===== src/rtl/hz_pkg.sv =====
package hz_pkg;
  localparam int unsigned REG_W = 5;
  localparam int unsigned N_SRC = 2;
  localparam int unsigned SEL_W = 2;

  typedef struct packed {
    logic             vld;
    logic             we;
    logic [REG_W-1:0] rd;
  } stage_t;

  typedef enum logic [SEL_W-1:0] {
    SEL_RF  = 2'd0,
    SEL_ALU = 2'd1,
    SEL_WB  = 2'd2
  } sel_e;
endpackage


===== src/rtl/hz_stages.sv =====
module hz_stages
  import hz_pkg::*;
(
  input  logic             clk,
  input  logic             rst_n,
  input  logic             take,
  input  logic             stall,
  input  logic [REG_W-1:0] in_ra,
  input  logic [REG_W-1:0] in_rb,
  input  logic [REG_W-1:0] in_rd,
  input  logic             in_we,
  output stage_t           rf_q,
  output logic [REG_W-1:0] rf_ra_q,
  output logic [REG_W-1:0] rf_rb_q,
  output stage_t           alu_q,
  output stage_t           wb_q
);
  localparam logic [REG_W-1:0] ZERO_REG = '1;

  always_ff @(posedge clk or negedge rst_n) begin
    if (!rst_n) begin
      rf_q    <= '0;
      rf_ra_q <= '0;
      rf_rb_q <= '0;
      alu_q   <= '0;
      wb_q    <= '0;
    end else begin
      wb_q <= alu_q;
      if (stall) begin
        // bubble: not valid, write-enable clear; register-read stage held
        alu_q <= '0;
      end else begin
        alu_q <= rf_q;
        if (take) begin
          rf_q    <= '{vld: 1'b1, we: in_we, rd: in_rd};
          rf_ra_q <= in_ra;
          rf_rb_q <= in_rb;
        end else begin
          rf_q    <= '0;
          rf_ra_q <= ZERO_REG;
          rf_rb_q <= ZERO_REG;
        end
      end
    end
  end
endmodule


===== src/rtl/hz_match.sv =====
module hz_match
  import hz_pkg::*;
(
  input  logic             rf_vld,
  input  logic [REG_W-1:0] src,
  input  logic             alu_we,
  input  logic [REG_W-1:0] alu_rd,
  input  logic             wb_we,
  input  logic [REG_W-1:0] wb_rd,
  output logic             hit_alu,
  output logic             hit_wb
);
  localparam logic [REG_W-1:0] ZERO_REG = '1;

  always_comb begin
    hit_alu = rf_vld && alu_we && (alu_rd != ZERO_REG) && (alu_rd == src);
    hit_wb  = rf_vld && wb_we  && (wb_rd  != ZERO_REG) && (wb_rd  == src);
  end
endmodule


===== src/rtl/hz_resolve.sv =====
module hz_resolve
  import hz_pkg::*;
#(
  parameter bit BYPASS = 1'b1
) (
  input  logic [N_SRC-1:0]            hit_alu,
  input  logic [N_SRC-1:0]            hit_wb,
  output logic [N_SRC-1:0][SEL_W-1:0] sel,
  output logic                        stall
);
  if (BYPASS) begin : g_fwd
    always_comb begin
      stall = 1'b0;
      for (int i = 0; i < N_SRC; i++) begin
        if (hit_alu[i])     sel[i] = SEL_ALU;
        else if (hit_wb[i]) sel[i] = SEL_WB;
        else                sel[i] = SEL_RF;
      end
    end
  end else begin : g_frz
    always_comb begin
      stall = (|hit_alu) || (|hit_wb);
      for (int i = 0; i < N_SRC; i++) sel[i] = SEL_RF;
    end
  end
endmodule


===== src/rtl/hazard_ctl.sv =====
module hazard_ctl
  import hz_pkg::*;
#(
  parameter bit BYPASS = 1'b1
) (
  input  logic             clk,
  input  logic             rst_n,
  input  logic             in_valid,
  output logic             in_ready,
  input  logic [REG_W-1:0] in_src_a,
  input  logic [REG_W-1:0] in_src_b,
  input  logic [REG_W-1:0] in_dst,
  input  logic             in_we,
  output logic [SEL_W-1:0] sel_a,
  output logic [SEL_W-1:0] sel_b,
  output logic             stall_fetch,
  output logic             stall_read,
  output logic             nop_ins,
  output logic             wb_valid,
  output logic             wb_we,
  output logic [REG_W-1:0] wb_dst
);
  stage_t           rf_q, alu_q, wb_q;
  logic [REG_W-1:0] rf_ra_q, rf_rb_q;
  logic             stall;
  logic             take;
  logic [N_SRC-1:0]            hit_alu, hit_wb;
  logic [N_SRC-1:0][REG_W-1:0] srcs;
  logic [N_SRC-1:0][SEL_W-1:0] sel;

  assign take = in_valid && !stall;

  hz_stages u_stages (
    .clk     (clk),
    .rst_n   (rst_n),
    .take    (take),
    .stall   (stall),
    .in_ra   (in_src_a),
    .in_rb   (in_src_b),
    .in_rd   (in_dst),
    .in_we   (in_we),
    .rf_q    (rf_q),
    .rf_ra_q (rf_ra_q),
    .rf_rb_q (rf_rb_q),
    .alu_q   (alu_q),
    .wb_q    (wb_q)
  );

  assign srcs[0] = rf_ra_q;
  assign srcs[1] = rf_rb_q;

  for (genvar gi = 0; gi < N_SRC; gi++) begin : g_src
    hz_match u_match (
      .rf_vld  (rf_q.vld),
      .src     (srcs[gi]),
      .alu_we  (alu_q.we),
      .alu_rd  (alu_q.rd),
      .wb_we   (wb_q.we),
      .wb_rd   (wb_q.rd),
      .hit_alu (hit_alu[gi]),
      .hit_wb  (hit_wb[gi])
    );
  end

  hz_resolve #(.BYPASS(BYPASS)) u_resolve (
    .hit_alu (hit_alu),
    .hit_wb  (hit_wb),
    .sel     (sel),
    .stall   (stall)
  );

  assign in_ready    = !stall;
  assign sel_a       = sel[0];
  assign sel_b       = sel[1];
  assign stall_fetch = stall;
  assign stall_read  = stall;
  assign nop_ins     = stall;
  assign wb_valid    = wb_q.vld;
  assign wb_we       = wb_q.we;
  assign wb_dst      = wb_q.rd;
endmodule


===== config.mk =====
export PLATFORM = sky130hd
export DESIGN_NAME = hazard_ctl
export DESIGN_NICKNAME = d
export VERILOG_FILES = /design/src/rtl/hz_pkg.sv /design/src/rtl/hz_stages.sv /design/src/rtl/hz_match.sv /design/src/rtl/hz_resolve.sv /design/src/rtl/hazard_ctl.sv
export SDC_FILE = /design/constraint.sdc
export NUM_CORES = 1
export LEC_CHECK = 0
export ABC_AREA = 1
export BUFFER_PORTS_ARGS = -buffer_cell sky130_fd_sc_hd__buf_2
export CAP_MARGIN = 20
export CORE_MARGIN = 2
export CORE_UTILIZATION = 36
export DETAILED_ROUTE_END_ITERATION = 10
export PLACE_DENSITY_LB_ADDON = 0.15
export SLEW_MARGIN = 0
export SYNTH_ARGS = -nofsm -noshare
export SYNTH_HDL_FRONTEND = slang
export SYNTH_SLANG_ARGS = --single-unit

===== constraint.sdc =====
create_clock -name clk -period 2.9 [get_ports clk]
set_clock_uncertainty 0.2 [all_clocks]
set_input_delay 0.58 -clock clk [delete_from_list [all_inputs] [get_ports clk]]
set_output_delay 0.58 -clock clk [all_outputs]
set_load 0.05 [all_outputs]

==> results of run 1 <==
Yosys cell counts:
library cell	count
o21ai_0	3
xor2_1	1
o21bai_1	1
dfrtp_1	31
or2_1	1
nor2_2	2
buf_2	1
nor2_1	10
buf_4	6
conb_1	2
o211ai_2	1
clkinv_1	1
nand3_1	6
inv_1	28
nand2_1	59
inv_2	5
clkbuf_1	1
nand4_1	1
xnor2_1	3
layer usage:
layer / GRT usage, % / vias up / part of all wire (%)
li1: - / 515 / -
met1: 16.5 / 461 / 47
met2: 20.0 / 23 / 47
met3: 4.28 / 4 / 4.1
met4: 5.47 / 0 / 1.4
met5: 0 / - / 0
metrics by stage:
step / power (mW) / std cells
after global routing: 0.954 / 241
final: 0.898 / 241
after detailed placement: 0.586 / 234
after floorplan: 0.552 / 165
after CTS: 0.915 / 241
after global placement: 0.584 / 234
worst max path at each step:
stage,to,slack [ps],cells after the start
global route,sel_a[1],470,9
finish,sel_b[1],630,6
floorplan,sel_a[1],410,6
CTS,sel_b[1],630,6
global placement,sel_b[1],940,6
detailed placement,sel_b[1],940,6
where the power goes:
group          internal [mW]  switching [mW]
registers              0.455          0.0195
logic                 0.0312          0.0709
clock network          0.185           0.136
critical path: stages, from the launching register on:
cell	delay, ps
dfrtp_1	430
xnor2_1	190
nand3_1	90
nor2_1	90
nand2_1	60
nor2_1	100
buf_2	270
cell families (layout without fill, tap and decap cells):
| kind of cell | count (synthesis) | after routing | synth area share [%] |
|---|---|---|---|
| AOI/OAI and AO/OA | 5 | 5 | 2.60 |
| other | 2 | 4 | 0.557 |
| and+or+nand+nor | 79 | 79 | 23.3 |
| DFF | 31 | 31 | 57.5 |
| buffers and inverters | 42 | 70 | 13.4 |
| xor gates and xnor gates | 4 | 4 | 2.60 |
state kept, by name, indices dropped and copies added (netlist names):
name              flops
u_stages.rf_rb_q      5
u_stages.wb_q         7
u_stages.rf_q         7
u_stages.alu_q        7
u_stages.rf_ra_q      5
cell type report:
class / count / area [um^2]
Tap cell: 48 / 60.1
Fill cell: 384 / 2040
Multi-Input combinational cell: 92 / 399
Clock inverter: 1 / 5.00
Inverter: 34 / 128
Timing Repair Buffer: 29 / 145
Sequential cell: 31 / 776
Clock buffer: 6 / 82.6
==> results.json, run 1 <==
{
  "worst-path-max-fanout": 4,
  "viasPerCell": 4.16,
  "reg2reg_slack_ps": 2130,
  "dpl_cell_area_mm2": 0.00151,
  "drt_pass1_iterations": 4,
  "drt_wl_total_um": 2370,
  "total_leakage_power_nw": 0.942,
  "fin_nets": 212,
  "grt_pass1_vias": 969,
  "dp_hpwl_um": 1870,
  "arrival_ps": 1490,
  "worstMarginPinSlew_ps": 632,
  "cts_tree": "built",
  "cp_data_required_time_ps": 2120,
  "synth.area.top_cells": "dfrtp_1, nand2_1, inv_1, buf_4, nor2_1",
  "max_slew_margin_pct": 57.9,
  "rsz0062_at_grt": "false",
  "clk_latency_ps": 270,
  "cts_resized": 0,
  "fin_setup_tns_ps": 0,
  "end_kind": "output pin",
  "post-place-ws_ps": 938,
  "drc_errors": 0,
  "yosysSeqAreaShare_pct": 57.5,
  "grtUsageTotal_pct": 12.9,
  "grt_max_degree": 32,
  "io_pins": 34,
  "worstReg2RegStart": "u_stages.alu_q[2]",
  "clockBufferDepth": 2,
  "grt_pass1_wl_um": 4150,
  "drv_cap": 0,
  "gp_congestion": 0.822,
  "critical_path_class": "flop to output pin",
  "first_iter_violations": 33,
  "yosys.area.top_type": "dfrtp_1",
  "finalHoldViolations": 0,
  "postCtsHoldBufs": 0,
  "num_vias": 1003,
  "power_density_mw_per_mm2": 563,
  "antenna_found_initial": 0,
  "synth_seq_cells": 31,
  "mostFrequentLayoutCell": "nand2_1",
  "dieWidth_um": 65.2,
  "core_area_mm2": 0.00363,
  "drtAntennaViolNets": 0,
  "initial_core_util_pct": 37.1,
  "vdd_drop_max_v": 0.000296,
  "fp.dieArea_mm2": 0.00425,
  "io_buffers": 29,
  "crit_path_start": "u_stages.wb_q[4]",
  "status": "finished, final reports clean",
  "setup_viol": 0,
  "clkSinkCount": 31,
  "die_height_um": 65.2,
  "max_freq_ghz": 0.441,
  "cts-htree-levels": 2,
  "synth_warnings": 0,
  "wire_per_inst_um": 9.84,
  "syn_area_mm2": 0.00135,
  "clk_pin_slew_worst_paths_ps": 60,
  "yosysTopAreaCellShare_pct": 57.5,
  "final_max_slew_viol_count": 0,
  "num_antenna_cells": 0,
  "hp-class": "primary input to async pin",
  "postCtsSetupBuffers": 0,
  "cts_buffers": 5,
  "reg2regPathDepth": 0,
  "final_cell_mix": "nand2_1, dfrtp_1, buf_2",
  "syn_inst": 163,
  "rows": 22,
  "drive_gt1_share_pct": 22.8,
  "synth.avg_cell_area_um2": 8.27,
  "layout_setup_ws_ps": 632,
  "area_delta_synth_final_pct": 18.3,
  "utilization_pct": 43.9,
  "cts_root_buffer": "clkbuf_8",
  "r2r-end": "u_stages.wb_q[2]",
  "fin_area_mm2": 0.00160,
  "synth_cell_type_count": 19,
  "final.period_utilization_pct": 78.2,
  "fin_crit_ps": 2270,
  "start_kind": "flop",
  "grt_overflow": 0,
  "hold_ws_ps": 128
}
No activity file was read; power rests on OpenSTA's default activity.
==> run 2: changes to the inputs <==
==> constraint.sdc (replaced) <==
create_clock -name clk -period 2.26 [get_ports clk]
set_clock_uncertainty 0.2 [all_clocks]
set_input_delay 0.452 -clock clk [delete_from_list [all_inputs] [get_ports clk]]
set_output_delay 0.452 -clock clk [all_outputs]
set_load 0.05 [all_outputs]
==> run 2 against run 1 <==
The flow now finishes with violations (negative hold slack). First-iteration DRC count grew 85%. Cell area is 2.4% higher. Count of clock-buffer cells in the layout is the same. Utilization grew 1.0 points. Largest cell class unchanged.
==> results.json, run 2 (same netlist as run 1, synthesis figures left out) <==
{
  "initial_core_util_pct": 37.1,
  "fin_crit_ps": 2120,
  "grt_max_degree": 32,
  "reg.largest.list": "u_stages.alu_q (7), u_stages.rf_q (7), u_stages.wb_q (7)",
  "clk_latency_ps": 280,
  "drv_cap": 0,
  "antenna_found_initial": 0,
  "drt_pass1_iterations": 4,
  "setup_viol": 0,
  "clockBufferDepth": 2,
  "final.period_utilization_pct": 93.7,
  "first_iter_violations": 61,
  "post-place-ws_ps": 407,
  "dp_hpwl_um": 1780,
  "rows": 22,
  "rsz0062_at_grt": "false",
  "io_buffers": 29,
  "fin_nets": 212,
  "drive_gt1_share_pct": 24.2,
  "viasPerCell": 4.23,
  "cts_tree": "built",
  "layout_setup_ws_ps": 143,
  "start_kind": "flop",
  "p_comb_share_pct": 10.2,
  "arrival_ps": 1460,
  "gp_congestion": 0.876,
  "io_pins": 34,
  "switching_share_pct": 23.5,
  "grt_overflow": 0,
  "grt_pass1_vias": 904,
  "intPower_uw": 980,
  "worst-path-max-fanout": 5,
  "status": "complete, but fails checks",
  "finalHoldViolations": 15,
  "num_antenna_cells": 0,
  "worstMarginPinSlew_ps": 636,
  "drt_wl_total_um": 2310,
  "postCtsSetupBuffers": 0,
  "fp.dieArea_mm2": 0.00425,
  "hold_ws_ps": -5.44,
  "grtUsageTotal_pct": 12.3,
  "max_freq_ghz": 0.472,
  "dieWidth_um": 65.2,
  "cts_root_buffer": "clkbuf_8",
  "clkSinkCount": 31,
  "die_height_um": 65.2,
  "p_clk_share_pct": 42.3,
  "core_area_mm2": 0.00363,
  "p_total_mw": 1.28,
  "end_kind": "output pin",
  "critical_path_class": "flop to output pin",
  "final_max_slew_viol_count": 0,
  "cts_buffers": 5,
  "area_delta_synth_final_pct": 21.1,
  "power_switching_uw": 301,
  "fin_setup_tns_ps": 0,
  "drc_errors": 0,
  "clk_pin_slew_worst_paths_ps": 60,
  "max_slew_margin_pct": 57.6,
  "mostFrequentLayoutCell": "nand2_1",
  "drtAntennaViolNets": 0,
  "violations": "negative hold slack",
  "worstReg2RegStart": "u_stages.alu_q[3]",
  "vdd_drop_max_v": 0.000452,
  "r2r-end": "u_stages.wb_q[3]",
  "hp-class": "primary input to async pin",
  "reg2regPathDepth": 0,
  "reg2reg_slack_ps": 1490,
  "total_leakage_power_nw": 0.954,
  "num_vias": 1024,
  "final_cell_mix": "nand2_1, dfrtp_1, inv_1, buf_2, nor2_1",
  "cts-htree-levels": 2,
  "power_density_mw_per_mm2": 785,
  "cp_data_required_time_ps": 1610,
  "sequentialPowerShare_pct": 47.5,
  "wire_per_inst_um": 9.55,
  "grt_pass1_wl_um": 3910
}
## run 2: cell count changes in the layout (fill, tap and decap cells not counted)
cell,before,now
nor2_2,2,4
clkbuf_4,0,1
bufinv_16,0,1
nor2_1,10,8
buf_2,29,28
## run 2: per-stage QoR
stage               cells  area [um^2]  utilization, %
global route          242         1630            44.9
CTS                   242         1630            44.9
finish                242         1630            44.9
global placement      234         1510            41.6
floorplan             165         1360               -
detailed placement    234         1510            41.6
## run 2: cell type report
class | count | area [um^2]
well taps | 48 | 60.1
multi-input cells | 92 | 404
inverters | 34 | 128
clock inverters | 2 | 35.0
repair buffers | 29 | 148
fillers | 379 | 2000
clock buffers | 6 | 82.6
flip-flops and latches | 31 | 776
## run 2: power groups by stage
stage | logic [mW] | clock network [mW] | registers, mW
after floorplan | 0.0738 | 0 | 0.635
after global placement | 0.131 | 0 | 0.618
after detailed placement | 0.133 | 0 | 0.618
after CTS | 0.133 | 0.556 | 0.609
after global routing | 0.149 | 0.586 | 0.612
final | 0.131 | 0.542 | 0.608
## run 2: routing by layer
layer | global-route usage (%) | vias to the layer above | wire length, um | share of wire, %
met5 | 0 | - | 0 | 0
met4 | 5.47 | 0 | 46 | 2.0
met3 | 4.62 | 6 | 173 | 7.5
met2 | 19.8 | 31 | 1100 | 47
met1 | 14.8 | 471 | 994 | 43
li1 | - | 516 | - | -
## run 2: critical path, cell delays in order, from the launching register on
cell and delay, ps:
dfrtp_1 420, inv_1 90, nand2_1 50, nand2_1 50, nand2_1 50, nor2_1 90
nand3_1 90, nor2_2 100, buf_2 260
## run 2: worst max path at each step
| stage | slack [ps] | start | end | cells after the start |
|---|---|---|---|---|
| 3_3_place_gp | 430 | u_stages.alu_q[1] | sel_b[0] | 7 |
| 3_5_place_dp | 410 | u_stages.alu_q[0] | sel_a[0] | 6 |
| 6_report | 140 | u_stages.wb_q[1] | sel_a[1] | 8 |
| 4_1_cts | 110 | u_stages.alu_q[0] | sel_a[0] | 6 |
| 2_1_floorplan | 100 | u_stages.wb_q[0] | sel_a[1] | 6 |
| 5_1_grt | 20 | u_stages.alu_q[0] | sel_a[0] | 7 |
## run 2: repair_timing
action	in CTS	in global routing
hold buffers	0	0
gates resized for setup	0	1
setup endpoints to repair	0	1
